==> src/rtl/rcc_pkg.sv <==
package rcc_pkg;

    typedef enum logic {
        SIG_ONES  = 1'b0,
        SIG_TRANS = 1'b1
    } sig_sel_e;

    typedef struct packed {
        logic valid;
        logic pass;
        logic fail;
    } verdict_t;

    function automatic int unsigned cnt_width(input int unsigned max_len);
        return $clog2(max_len + 1);
    endfunction

endpackage

==> src/rtl/rcc_sat_counter.sv <==
module rcc_sat_counter #(
    parameter int unsigned W = 8
) (
    input  logic         clk,
    input  logic         rst,
    input  logic         clr,
    input  logic         inc,
    output logic [W-1:0] cnt_o,
    output logic [W-1:0] cnt_nxt_o
);
    localparam logic [W-1:0] TOP = '1;

    logic [W-1:0] cnt_q;

    always_comb begin
        if (clr)
            cnt_nxt_o = '0;
        else if (inc && (cnt_q != TOP))
            cnt_nxt_o = cnt_q + 1'b1;
        else
            cnt_nxt_o = cnt_q;
    end

    always_ff @(posedge clk) begin
        if (rst) cnt_q <= '0;
        else     cnt_q <= cnt_nxt_o;
    end

    assign cnt_o = cnt_q;
endmodule

==> src/rtl/rcc_toggle_detect.sv <==
module rcc_toggle_detect (
    input  logic clk,
    input  logic rst,
    input  logic clr,
    input  logic take,
    input  logic bit_in,
    output logic toggle_o
);
    logic prev_q;
    logic seen_q;

    assign toggle_o = take && seen_q && (bit_in != prev_q);

    always_ff @(posedge clk) begin
        if (rst || clr) begin
            prev_q <= 1'b0;
            seen_q <= 1'b0;
        end else if (take) begin
            prev_q <= bit_in;
            seen_q <= 1'b1;
        end
    end
endmodule

==> src/rtl/rcc_verdict.sv <==
module rcc_verdict
    import rcc_pkg::*;
#(
    parameter int unsigned W = 8
) (
    input  logic         clk,
    input  logic         rst,
    input  logic         clr,
    input  logic         judge,
    input  sig_sel_e     sel,
    input  logic [W-1:0] ones_nxt,
    input  logic [W-1:0] trans_nxt,
    input  logic [W-1:0] golden,
    output verdict_t     verdict_o
);
    logic [W-1:0] chosen;
    logic         match;

    always_comb begin
        case (sel)
            SIG_TRANS: chosen = trans_nxt;
            default:   chosen = ones_nxt;
        endcase
        match = (chosen == golden);
    end

    always_ff @(posedge clk) begin
        if (rst || clr) begin
            verdict_o <= '0;
        end else if (judge) begin
            verdict_o.valid <= 1'b1;
            verdict_o.pass  <= match;
            verdict_o.fail  <= !match;
        end
    end
endmodule

==> src/rtl/resp_count_compactor.sv <==
module resp_count_compactor
    import rcc_pkg::*;
#(
    parameter int unsigned MAX_LEN = 255,
    localparam int unsigned CW = cnt_width(MAX_LEN)
) (
    input  logic          clk,
    input  logic          rst,
    input  logic          start_i,
    input  logic          valid_i,
    input  logic          bit_i,
    input  logic          done_i,
    input  logic          mode_i,
    input  logic [CW-1:0] golden_i,
    output logic [CW-1:0] ones_o,
    output logic [CW-1:0] trans_o,
    output logic          result_valid_o,
    output logic          pass_o,
    output logic          fail_o
);
    logic          take;
    logic          toggle;
    logic [CW-1:0] ones_nxt;
    logic [CW-1:0] trans_nxt;
    verdict_t      verdict;
    sig_sel_e      sel;

    assign take = valid_i && !start_i;
    assign sel  = sig_sel_e'(mode_i);

    rcc_sat_counter #(.W(CW)) u_ones (
        .clk(clk), .rst(rst), .clr(start_i), .inc(take && bit_i),
        .cnt_o(ones_o), .cnt_nxt_o(ones_nxt)
    );

    rcc_toggle_detect u_tog (
        .clk(clk), .rst(rst), .clr(start_i), .take(take),
        .bit_in(bit_i), .toggle_o(toggle)
    );

    rcc_sat_counter #(.W(CW)) u_trans (
        .clk(clk), .rst(rst), .clr(start_i), .inc(toggle),
        .cnt_o(trans_o), .cnt_nxt_o(trans_nxt)
    );

    rcc_verdict #(.W(CW)) u_judge (
        .clk(clk), .rst(rst), .clr(start_i), .judge(done_i && !start_i),
        .sel(sel), .ones_nxt(ones_nxt), .trans_nxt(trans_nxt),
        .golden(golden_i), .verdict_o(verdict)
    );

    assign result_valid_o = verdict.valid;
    assign pass_o         = verdict.pass;
    assign fail_o         = verdict.fail;
endmodule

==> config.mk <==
export PLATFORM = sky130hd
export DESIGN_NAME = resp_count_compactor
export DESIGN_NICKNAME = d
export VERILOG_FILES = /design/src/rtl/rcc_pkg.sv /design/src/rtl/rcc_sat_counter.sv /design/src/rtl/rcc_toggle_detect.sv /design/src/rtl/rcc_verdict.sv /design/src/rtl/resp_count_compactor.sv
export SDC_FILE = /design/constraint.sdc
export NUM_CORES = 1
export LEC_CHECK = 0
export BUFFER_PORTS_ARGS = -buffer_cell sky130_fd_sc_hd__buf_2
export CAP_MARGIN = 20
export CORE_MARGIN = 8
export CORE_UTILIZATION = 30
export CTS_BUF_LIST = sky130_fd_sc_hd__clkbuf_2 sky130_fd_sc_hd__clkbuf_4 sky130_fd_sc_hd__clkbuf_8
export CTS_CLUSTER_SIZE = 8
export DETAILED_ROUTE_END_ITERATION = 8
export SYNTH_ARGS = -nofsm -noshare
export SYNTH_HDL_FRONTEND = slang
export SYNTH_SLANG_ARGS = --single-unit
==> constraint.sdc <==
create_clock -name clk -period 2.45 [get_ports clk]
set_input_delay 0.49 -clock clk [delete_from_list [all_inputs] [get_ports clk]]
set_output_delay 0.49 -clock clk [all_outputs]
set_load 0.1 [all_outputs]
==> impl_results.md <==
* Max VDD drop at 144 µV
* Post-Synth Adder-Cell Area at 0.0163
* Commonest non-fill, non-tap cell in the layout: buf_2
* Final Hold Vio Count at 0
* Slew Limit Fails at 0
* EDFF count, synth at 0
* Synthesized netlist cell count at roughly 190
* Die Area at 0.00765 mm²
* Worst endpoint required time at 2.66 ns
* Post-synthesis simple-gate area fraction at 0.340
* Core area at 0.00501 mm²
* Via-to-Cell Ratio at 5.38
* Wire per inst at roughly 16 µm
* Slew at the pin closest to its max-slew limit at 0.600 ns
* Die Wd at 87.5 µm
* Status: finished clean
* Hold buffers post-CTS at 0
* Initial antenna violation count at 0
* Placed Area at 0.00196 mm²
* Reg2Reg Launch Point: u_trans.cnt_o[1]$_SDFF_PP0_
* Pre-antenna DRT Iters at 4
* Mux share of post-synthesis cell area at 0.0204
* Seq cells post-synth at 21
* Critical path fanouts, max at 6
* Main flop type after synthesis: dfxtp_1
* Area Growth Syn to Fin at 34.4%
* Hold worst-path end: u_judge.verdict_o[2]$_SDFFE_PP0P_
* Largest net degree at the start of global routing at 15
* Clk buf depth at 2
* Compound-gate portion of the synthesized area at 0.260
* Detailed-route via count at 1,658
* Worst skew pair latency at 0.27 ns
* Antenna fix cells at 0
* Reg2Reg Setup Slack at 0.09 ns
* Max-slew headroom at 0.598
* Rows at 26
* Power per Cell Area at between 300 and 400 mW/mm²
* Most frequent cells in the layout: buf_2, buf_4, nor2_1, nand2_1
* R2R depth at 9
* Slack of the critical path at 0.0881 ns
* Tot GR Track Use at 0.132
* Ys Warns at 0
* Fraction of registers with async set or reset after synthesis at 0
* Kind of critical path: flip-flop to flip-flop
* Fin crit period at 2.36 ns
* # clock sinks at 21
* WL met1 at about 2400 µm
* Pre-CTS setup slack at -0.106 ns
* FF-to-FF End: u_judge.verdict_o[1]$_SDFFE_PP0P_
* Non-filler instance count after layout at 308
* Period utilisation layout at 0.964
* Worst EP arrival at between 2 and 3 ns
* Hold Startpoint: u_judge.verdict_o[2]$_SDFFE_PP0P_
* # IOs at 34
* Share of cells above drive strength 1 at 0.399
* Num CTS Buffers at 3
* Met2 WL at 2320 µm
* TritonCTS clock tree: built
* Startpoint types: flip-flop
* Post-Syn Area per Cell at a little over 8 µm²
* DP HPWL at 3710 µm
* Syn_nets at 205
* # fillers at 530
* Top Metal Used: met4
* Leakage at 0.856 nW
* Gpl congestion at 0.919
* First-pass GRT wire length at 7990 µm
* Number of global-route vias before repair at 1,581
* Placed cells at 302
* Synth cell types at 54
* Final Cell Area at 0.00206 mm²
* DRC viols at 0
* Clk slew on worst S/H paths at 0.08 ns
* Htree depth at 1
* Crit. End Element: flip-flop
* Initial DRC count at 120
* Xor and xnor fraction of the mapped netlist area at 0.0441
* Root Driver: clkbuf_8
* Overall power at 704 µW
* Register area share after synthesis at 0.274
* Grt ovf at 0
* DRT antenna net count at 0
* Main combinational cell family by area after synthesis: simple AND/OR/NAND/NOR gates
* DR WL met3 at 193 µm
* IO buf count at 33
* Wirelength, routed at 4950 µm
* Layout Nets at 256
* Min-Delay Path Class: flip-flop to flip-flop
* Setup Viol. Count Final at 0
* Max Clk Rate at 0.423 GHz
* Number of max-cap violations at 0
* Worst hold stages at 2
* Starting Density at 0.306
* Layout Skew at 0.00435 ns
* Die Ht at 87.5 µm
* Synth Cell Area at 0.00153 mm²
final cells by class:
| class | count | area [µm²] | area share |
|---|---|---|---|
| Sequential cell | 21 | 460 | 0.223 |
| Clock buffer | 4 | 48.8 | 0.0237 |
| Timing Repair Buffer | 55 | 330 | 0.160 |
| Inverter | 7 | 26.3 | 0.0128 |
| Tap cell | 70 | 87.6 | 0.0425 |
| Multi-Input combinational cell | 151 | 1110 | 0.537 |
sequential cells by signal, summed over array words and instances (netlist names):
name,flops
u_judge.verdict_o,3
u_trans.cnt_o,8
u_tog.prev_q,1
u_tog.seen_q,1
u_ones.cnt_o,8
worst max-delay path, cell delays in order, from the launching register on:
cell and delay, ns:
dfxtp_4 0.39, ha_4 0.17, nand4b_4 0.12, buf_4 0.16, or3_1 0.32, a32o_2 0.29, o21a_1 0.18, nor4_2 0.25
nor4b_4 0.26, o21a_1 0.15
cell families after synthesis:
logic type / Yosys count
fa+ha+maj: 2
buf+inv: 16
flops: 21
simple gates: 89
compound gates: 51
mux: 3
xor+xnor: 6
synth_stat cells, types with 3 or more instances:
| cell type | number | area share |
|---|---|---|
| o311a_1 | 3 | 0.020 |
| and4_1 | 4 | 0.023 |
| xnor2_1 | 4 | 0.023 |
| nor2_1 | 21 | 0.051 |
| nor3_1 | 4 | 0.013 |
| and3_1 | 7 | 0.029 |
| nand4b_1 | 3 | 0.017 |
| nand3b_1 | 3 | 0.015 |
| dfxtp_1 | 21 | 0.27 |
| o21a_1 | 3 | 0.015 |
| o211a_1 | 4 | 0.026 |
| nand3_1 | 7 | 0.023 |
| o21ai_0 | 5 | 0.016 |
| a311oi_1 | 3 | 0.017 |
| nand2_1 | 12 | 0.029 |
| a21oi_1 | 8 | 0.026 |
| or3_1 | 4 | 0.016 |
| a211oi_1 | 4 | 0.020 |
| nand4_1 | 7 | 0.029 |
| nor4_1 | 5 | 0.020 |
| clkbuf_1 | 5 | 0.012 |
| inv_1 | 7 | 0.017 |
repair_timing:
item	4_1_cts	5_1_grt
buffers inserted	0	2
setup endpoints to repair	0	2
gates resized for setup	0	9
metrics by stage:
step	util	hold slack (ns)	setup TNS [ns]
2_1_floorplan	-	0.515	0
3_3_place_gp	0.390	0.451	-0.0879
3_5_place_dp	0.390	0.458	-0.161
4_1_cts	0.400	0.479	0
5_1_grt	0.411	0.526	-0.0805
6_report	0.411	0.471	0
layer usage:
metal	up-vias	track usage
li1	826	-
met1	782	0.176
met2	43	0.210
met3	7	0.0189
met4	0	0.0469
met5	-	0
worst max path at each step:
stage / start / endpoint / slack [ns] / depth (start not counted)
2_1_floorplan: u_trans.cnt_o[0]$_SDFF_PP0_ / u_judge.verdict_o[1]$_SDFFE_PP0P_ / 0.0009 / 8
3_5_place_dp: start_i / u_judge.verdict_o[1]$_SDFFE_PP0P_ / -0.11 / 8
3_3_place_gp: start_i / u_judge.verdict_o[1]$_SDFFE_PP0P_ / -0.06 / 8
6_report: u_trans.cnt_o[1]$_SDFF_PP0_ / u_judge.verdict_o[1]$_SDFFE_PP0P_ / 0.09 / 9
4_1_cts: u_trans.cnt_o[0]$_SDFF_PP0_ / u_judge.verdict_o[1]$_SDFFE_PP0P_ / 0.03 / 9
5_1_grt: u_trans.cnt_o[1]$_SDFF_PP0_ / u_judge.verdict_o[1]$_SDFFE_PP0P_ / -0.04 / 9
where the power goes:
group	total, mW	internal [mW]	switching, mW
sequential	0.339	0.336	0.00365
clock	0.254	0.127	0.126
combinational	0.111	0.0412	0.0693
No activity file was read; power rests on OpenSTA's default activity.
